--- config.mk ---
export PLATFORM = sky130hd
export DESIGN_NAME = elf_level_filter
export DESIGN_NICKNAME = d
export VERILOG_FILES = /design/src/rtl/elf_pkg.sv /design/src/rtl/elf_pin_sync.sv /design/src/rtl/elf_match_qual.sv /design/src/rtl/elf_code_decode.sv /design/src/rtl/elf_level_filter.sv
export SDC_FILE = /design/constraint.sdc
export NUM_CORES = 1
export LEC_CHECK = 0
export BUFFER_PORTS_ARGS = -buffer_cell sky130_fd_sc_hd__buf_4
export CORE_AREA = 4 4 71 60
export DETAILED_ROUTE_END_ITERATION = 10
export DIE_AREA = 0 0 75 64
export GPL_ROUTABILITY_DRIVEN = 0
export PLACE_DENSITY = 0.69
export SLEW_MARGIN = 0
export SYNTH_ARGS = -nofsm -noshare
export SYNTH_HDL_FRONTEND = slang
export SYNTH_SLANG_ARGS = --single-unit
--- constraint.sdc ---
create_clock -name clk -period 1.85 [get_ports clk]
set_input_delay 0.37 -clock clk [delete_from_list [all_inputs] [get_ports clk]]
set_output_delay 0.37 -clock clk [all_outputs]
set_load 0.1 [all_outputs]
--- src/rtl/elf_pkg.sv ---
package elf_pkg;

   // Electrical sense of the encoded pins.
   typedef enum logic {
      POL_HIGH = 1'b0,
      POL_LOW  = 1'b1
   } pin_pol_e;

   localparam int unsigned MAX_CODE_W      = 16;
   localparam int unsigned MAX_SYNC_STAGES = 4;

   // Code that a group shows when no source requests service.
   function automatic logic [MAX_CODE_W-1:0] idle_code(input pin_pol_e pol);
      return (pol == POL_LOW) ? {MAX_CODE_W{1'b1}} : {MAX_CODE_W{1'b0}};
   endfunction

endpackage

--- src/rtl/elf_pin_sync.sv ---
module elf_pin_sync #(
   parameter int unsigned  WIDTH   = 4,
   parameter int unsigned  STAGES  = 2,
   parameter logic [WIDTH-1:0] RST_VAL = '1
) (
   input  logic             clk,
   input  logic             rst_n,
   input  logic [WIDTH-1:0] d_i,
   output logic [WIDTH-1:0] q_o
);

   if (WIDTH < 1) begin : g_bad_width
      $error("elf_pin_sync: WIDTH must be at least 1");
   end

   if (STAGES == 0) begin : g_bypass
      assign q_o = d_i;
   end else begin : g_chain
      logic [WIDTH-1:0] stage_q [STAGES];

      always_ff @(posedge clk or negedge rst_n) begin
         if (!rst_n) begin
            for (int s = 0; s < int'(STAGES); s++) begin
               stage_q[s] <= RST_VAL;
            end
         end else begin
            stage_q[0] <= d_i;
            for (int s = 1; s < int'(STAGES); s++) begin
               stage_q[s] <= stage_q[s-1];
            end
         end
      end

      assign q_o = stage_q[STAGES-1];
   end

endmodule

--- src/rtl/elf_match_qual.sv ---
module elf_match_qual #(
   parameter int unsigned      WIDTH   = 4,
   parameter int unsigned      SAMPLES = 3,
   parameter logic [WIDTH-1:0] IDLE    = '1
) (
   input  logic             clk,
   input  logic             rst_n,
   input  logic [WIDTH-1:0] sample_i,
   output logic [WIDTH-1:0] acc_code_o,
   output logic             acc_req_o
);

   localparam int unsigned HIST_D = SAMPLES - 1;

   if (SAMPLES < 2) begin : g_bad_samples
      $error("elf_match_qual: SAMPLES must be at least 2");
   end

   logic [WIDTH-1:0] hist_q [HIST_D];
   logic [WIDTH-1:0] acc_code_q;
   logic             acc_req_q;
   logic             all_match;

   // The incoming sample plus the stored history must all agree.
   always_comb begin
      all_match = 1'b1;
      for (int i = 0; i < int'(HIST_D); i++) begin
         if (hist_q[i] != sample_i) begin
            all_match = 1'b0;
         end
      end
   end

   always_ff @(posedge clk or negedge rst_n) begin
      if (!rst_n) begin
         for (int i = 0; i < int'(HIST_D); i++) begin
            hist_q[i] <= IDLE;
         end
         acc_code_q <= IDLE;
         acc_req_q  <= 1'b0;
      end else begin
         hist_q[0] <= sample_i;
         for (int i = 1; i < int'(HIST_D); i++) begin
            hist_q[i] <= hist_q[i-1];
         end
         if (all_match) begin
            acc_code_q <= sample_i;
            acc_req_q  <= (sample_i != IDLE);
         end
      end
   end

   assign acc_code_o = acc_code_q;
   assign acc_req_o  = acc_req_q;

   // with no full match, the accepted code is held
   a_r7_hold_without_match : assert property (@(posedge clk) disable iff (!rst_n)
      !all_match |=> (acc_code_q == $past(acc_code_q)));

   // on a full match, the latest sample becomes the accepted code
   a_r2_accept_latest : assert property (@(posedge clk) disable iff (!rst_n)
      all_match |=> (acc_code_q == $past(sample_i)));

   // any change of the accepted code agrees with the oldest history entry
   a_r8_change_needs_history : assert property (@(posedge clk) disable iff (!rst_n)
      (acc_code_q != $past(acc_code_q)) |-> (acc_code_q == $past(hist_q[HIST_D-1])));

   // the idle code never carries a request
   a_r3_idle_no_req : assert property (@(posedge clk) disable iff (!rst_n)
      acc_req_q |-> (acc_code_q != IDLE));

endmodule

--- src/rtl/elf_code_decode.sv ---
module elf_code_decode #(
   parameter int unsigned      WIDTH = 4,
   parameter elf_pkg::pin_pol_e PIN_POL = elf_pkg::POL_LOW
) (
   input  logic [WIDTH-1:0] code_i,
   output logic [WIDTH-1:0] level_o
);

   if (PIN_POL == elf_pkg::POL_LOW) begin : g_invert
      assign level_o = ~code_i;
   end else begin : g_direct
      assign level_o = code_i;
   end

endmodule

--- src/rtl/elf_level_filter.sv ---
module elf_level_filter #(
   parameter int unsigned       GROUPS      = 2,
   parameter int unsigned       CODE_W      = 4,
   parameter int unsigned       SYNC_STAGES = 2,
   parameter int unsigned       MATCH_CNT   = 3,
   parameter elf_pkg::pin_pol_e PIN_POL     = elf_pkg::POL_LOW
) (
   input  logic                     clk,
   input  logic                     rst_n,
   input  logic [GROUPS*CODE_W-1:0] pins_n_i,
   output logic [GROUPS*CODE_W-1:0] level_o,
   output logic [GROUPS-1:0]        req_valid_o
);

   localparam logic [elf_pkg::MAX_CODE_W-1:0] IDLE_FULL = elf_pkg::idle_code(PIN_POL);
   localparam logic [CODE_W-1:0]              IDLE_CODE = IDLE_FULL[CODE_W-1:0];

   if (GROUPS < 1) begin : g_bad_groups
      $error("elf_level_filter: GROUPS must be at least 1");
   end
   if (CODE_W < 1 || CODE_W > elf_pkg::MAX_CODE_W) begin : g_bad_code_w
      $error("elf_level_filter: CODE_W out of range");
   end
   if (SYNC_STAGES > elf_pkg::MAX_SYNC_STAGES) begin : g_bad_sync
      $error("elf_level_filter: SYNC_STAGES too large");
   end
   if (MATCH_CNT < 2) begin : g_bad_match
      $error("elf_level_filter: MATCH_CNT must be at least 2");
   end

   for (genvar g = 0; g < int'(GROUPS); g++) begin : g_grp
      logic [CODE_W-1:0] synced;
      logic [CODE_W-1:0] acc_code;
      logic              acc_req;
      logic [CODE_W-1:0] level;

      elf_pin_sync #(
         .WIDTH   (CODE_W),
         .STAGES  (SYNC_STAGES),
         .RST_VAL (IDLE_CODE)
      ) i_sync (
         .clk   (clk),
         .rst_n (rst_n),
         .d_i   (pins_n_i[g*CODE_W +: CODE_W]),
         .q_o   (synced)
      );

      elf_match_qual #(
         .WIDTH   (CODE_W),
         .SAMPLES (MATCH_CNT),
         .IDLE    (IDLE_CODE)
      ) i_qual (
         .clk        (clk),
         .rst_n      (rst_n),
         .sample_i   (synced),
         .acc_code_o (acc_code),
         .acc_req_o  (acc_req)
      );

      elf_code_decode #(
         .WIDTH   (CODE_W),
         .PIN_POL (PIN_POL)
      ) i_dec (
         .code_i  (acc_code),
         .level_o (level)
      );

      assign level_o[g*CODE_W +: CODE_W] = level;
      assign req_valid_o[g]              = acc_req;

      // the flag from the qualifier tracks the decoded level
      a_r4_valid_iff_level : assert property (@(posedge clk) disable iff (!rst_n)
         req_valid_o[g] == (level_o[g*CODE_W +: CODE_W] != '0));

      // first cycle out of reset shows no request
      a_r1_reset_quiet : assert property (@(posedge clk)
         !rst_n |=> (level_o[g*CODE_W +: CODE_W] == '0) && !req_valid_o[g]);
   end

endmodule

After elaboration in Yosys (flattened, before gate mapping)
Cells that the tools add are included.
{"block": "word_totals", "elab_cells": 24, "input_bits": 10, "register_bits": 42}
{"block": "op_classes", "mux": 4, "eq_ne": 6, "bitwise": 2}
{"cell": "4-bit inequality test", "count": 4}
{"cell": "4-bit inequality test (second input constant)", "count": 2}
{"cell": "4-bit inverter", "count": 2}
{"cell": "1-bit two-way mux", "count": 4}

Longest topological paths before layout
{"block": "depth", "word_depth": 3, "mapped_depth": 4}

Cells and area by module
Synthesis repeated with hierarchy kept, for this count alone.
{"block": "hier_totals", "hier_cells": 92, "hier_area_um2": 1486.4}
{"mod": "elf_match_qual", "n_inst": 2, "area_per_inst_um2": 480.5, "cells_per_inst": 29}
{"mod": "elf_pin_sync", "n_inst": 2, "area_per_inst_um2": 240.2, "cells_per_inst": 12}
{"mod": "elf_code_decode", "n_inst": 2, "area_per_inst_um2": 15.0, "cells_per_inst": 4}
{"mod": "elf_level_filter", "n_inst": 1, "area_per_inst_um2": 15.0, "cells_per_inst": 2}

Least setup slack after synthesis
OpenSTA, ideal clock, no wires.
{"block": "synth_path", "path_type": "reg2reg", "start": "register g_grp[0].i_sync.g_chain.stage_q (netlist bit g_grp[0].i_sync.q_o[1])", "end": "register g_grp[0].i_qual.acc_req_q", "setup_ns": 0.125, "n_path_buf": 0, "path_slack_ns": 0.247, "arrival_time_ns": 1.478, "t_required_ns": 1.725, "path_stages_with_launch": 4, "cell_sequence": "dfstp_2 > or3_4 > a221oi_4 > mux2_2"}
{"block": "synth_via", "elab_chain_len": 3, "elab_cells_between_ends": 5}
{"element": "from (decl)", "line_no": "elf_pin_sync.sv:19", "source": "logic [WIDTH-1:0] stage_q [STAGES];"}
{"element": "from (signal, indexed assignment)", "line_no": "elf_pin_sync.sv:29", "source": "stage_q[s] <= stage_q[s-1];"}
{"element": "4-bit inequality test", "line_no": "elf_match_qual.sv:28", "source": "if (hist_q[i] != sample_i) begin"}
{"element": "1-bit two-way mux (2 in series)", "line_no": "elf_match_qual.sv:28"}
{"element": "to (signal assigned)", "line_no": "elf_match_qual.sv:48", "source": "acc_req_q <= (sample_i != IDLE);"}
{"element": "to (decl)", "line_no": "elf_match_qual.sv:21", "source": "logic acc_req_q;"}
Parallel ways exist; a longest one is shown, timed or not.
A chain may end at the register's enable or synchronous reset.

Final worst setup path
{"block": "layout_path", "start": "register g_grp[1].i_sync.g_chain.stage_q (netlist bit g_grp[1].i_sync.q_o[2])", "end": "register g_grp[1].i_qual.acc_req_q"}
{"block": "layout_via", "elab_chain_len": 3, "elab_cells_between_ends": 5}
{"element": "from (decl)", "line_no": "elf_pin_sync.sv:19"}
{"element": "from (signal, indexed assignment)", "line_no": "elf_pin_sync.sv:29"}
{"element": "4-bit inequality test", "line_no": "elf_match_qual.sv:28"}
{"element": "1-bit two-way mux (2 in series)", "line_no": "elf_match_qual.sv:28"}
{"element": "to (signal assigned)", "line_no": "elf_match_qual.sv:48"}
{"element": "to (decl)", "line_no": "elf_match_qual.sv:21"}
Parallel ways exist; a longest one is shown, timed or not.

==> results.yml <==
outcome:
  status: "finished clean"
placed_design:
  place_hpwl_um: 1370
  portBuffers: 19
  place_ws_ns: 0.166
layout:
  multiInputGateArea_um2: 290
  fillCellCount: 314
  area_delta_synth_final_pct: 18.0
  mostFrequentLayoutCell: "dfstp_2"
  final_nets: 118
  drive_gt1_share_pct: 71.3
  antenna_cells: 0
  seqCellArea_um2: 1100
  layout_common_cells: "40 x dfstp_2, 19 x buf_4, 9 x mux2_2, 8 x inv_1, 5 x clkbuf_8"
clock_network:
  ctsHoldBuffers: 0
  h-tree-depth: 2
  cts_buffers: 5
  cts_tree: "yes"
  cts_max_path_buffers: 2
  postCtsSetupRepairBufs: 0
  insertion_delay_ns: 0.28
  post_cts_resized: 0
  path_clk_slew_ns: 0.07
  cts_root_buffer: "clkbuf_8"
  cts.sinks: 42
detailed_routing:
  drt-met1-wl_um: 874
  dr_wl_met2_um: 925
  routed_wirelength_um: 1930
  vias_per_cell: 4.63
  routed.top_layer: "met4"
  remaining_drc_errors: 0
  wl_per_cell_um: 12.7
  first_pass_iters: 3
  drtAntennaViolNets: 0
  drt_iter0_drc: 47
  route.met3.wl_um: 110
  vias: 704
grt:
  grt_use_total_pct: 9.90
  grt_max_degree: 43
  antenna_found_initial: 0
  overflow: 0
  grt_pass1_wl_um: 3480
  grt_pass1_vias: 745
timing:
  rsz0062_at_grt: "false"
  setup_viol: 0
  period_share_pct: 91.6
  fin_ws_ns: 0.155
  fmax_mhz: 590
  min_period_ns: 1.70
  fin_setup_tns_ns: 0
  slew_viol_final: 0
  tightest_slew_ns: 0.476
  finClkSkew_ns: 0.00682
  finalHoldViolations: 0
  worst_slew_margin_rel_pct: 68.3
synth:
  synth_xor_area_share_pct: 0
  netlist_instances: 84
  yosys.area_share.simple_pct: 7.84
  synthMuxAreaShare_pct: 7.84
  yosysWarnings: 0
  synthesis.area_um2: 1440
  syn_avg_cell_area_um2: 17.1
  synth_top_area_cell: "dfstp_2"
  yosysTopAreaCellShare_pct: 73.2
  syn-num-nets: 94
  synth_top_family_by_area: "multiplexers"
  ys_seq_elements: 42
  synth_compound_area_share_pct: 4.53
  synth_area_leaders: "dfstp_2 73%, mux2_2 7.1%, a221oi_4 3.7%, dfrtp_1 3.5%, inv_1 2.1%"
  yosysSeqAreaShare_pct: 76.7
  synth_cell_types: 14
  synthAdderAreaFrac_pct: 0
worst_setup_path:
  critPathKind: "reg -> reg"
  critPathArrivalTime_ns: 1.87
  worstPathMaxFanout: 5
  crit_path_end_kind: "flip-flop"
  cp-start-kind: "flip-flop"
  crit_required_ns: 2.02
worst_hold_path:
  min_path_type: "in -> async"
floorplanning:
  initial_core_util_pct: 39.6
  die_w_um: 75
  core_um2: 3630
  dieArea_um2: 4800
  rows: 20
  chipHeight_um: 64
  io_pins: 20
run:
  maxCapViolCount: 0
power:
  power_leakage_nw: 0.679
  ir_drop_uv: 438
  pwr_density_cell_nw_per_um2: 1060
[per-stage QoR]
| step | instance area [µm²] | hold WS (ns) | instances | utilization (%) | total power [mW] |
|---|---|---|---|---|---|
| finish | 1700 | 0.0451 | 152 | 46.7 | 1.80 |
| global route | 1700 | 0.0743 | 152 | 46.7 | 1.89 |
| CTS | 1700 | 0.0538 | 152 | 46.7 | 1.83 |
| detailed placement | 1620 | 0.347 | 145 | 44.6 | 1.30 |
| global placement | 1620 | 0.345 | 145 | 44.6 | 1.29 |
| floorplan | 1440 | 0.0744 | 84 | - | 1.22 |
[synthesized netlist by cell type, drive strengths merged]
cell and instances:
dfrtp 2, and3 4, a221oi 2, mux2 10, inv 8, dfstp 40
or3 4, nand3 4, nand4 2, buf 2, o22ai 2, nor3 4
[power breakdown]
| part | total, mW | internal, mW | switching [mW] | leakage, nW |
|---|---|---|---|---|
| registers | 1.05 | 1.01 | 0.0341 | 0.437 |
| clock network | 0.520 | 0.259 | 0.261 | 0.0383 |
| logic | 0.233 | 0.0581 | 0.175 | 0.204 |
| total | 1.80 | 1.33 | 0.470 | 0.679 |
[routing by layer]
metal / up-vias / GRT usage (%)
li1: 337 / -
met1: 348 / 12.5
met2: 17 / 14.0
met3: 2 / 4.40
met4: 0 / 5.33
met5: - / 0
[path summary, 6_finish.rpt]
path | start | to | slack, ns | cells past startpoint
worst max-delay path | g_grp[1].i_sync.q_o[2] | g_grp[1].i_qual.acc_req_o | 0.15 | 3
worst min-delay path | rst_n | g_grp[0].i_qual.acc_req_o | 0.05 | 1
worst max register to register | g_grp[1].i_sync.q_o[2] | g_grp[1].i_qual.acc_req_o | 0.15 | 3
worst min register to register | g_grp[1].i_sync.g_chain.stage_q[6] | g_grp[1].i_sync.q_o[2] | 0.35 | 0
max in group asynchronous | rst_n | g_grp[0].i_qual.acc_code_o[1] | 1.45 | 1
min in group clk | pins_n_i[0] | g_grp[0].i_sync.g_chain.stage_q[4] | 0.19 | 1
[worst max-delay path, cell delays in order (launching register included)]
cell and delay [ns]:
dfstp_2 0.39, or3_1 0.42, a221oi_4 0.40, mux2_2 0.38
[state kept, by name (all words and copies together) (netlist names)]
name / count
g_grp.i_sync.q_o: 8
g_grp.i_qual.acc_code_o: 8
g_grp.i_sync.g_chain.stage_q: 8
g_grp.i_qual.hist_q: 16
g_grp.i_qual.acc_req_o: 2
[cell type report]
class | count | area share [%]
clock buffer | 7 | 4.50
inverter | 8 | 1.77
multi-input combinational | 32 | 17.1
sequential | 42 | 64.9
tap | 44 | 3.25
timing repair buffer | 19 | 8.41
[kinds of logic (layout without fill, tap and decap cells)]
logic type,count (synthesis),count (layout)
AO/OA/AOI/OAI,4,4
AND/OR/NAND/NOR,18,18
multiplexers,10,10
buffers and inverters,10,34
flip-flops,42,42
No activity file was read; power rests on OpenSTA's default activity.
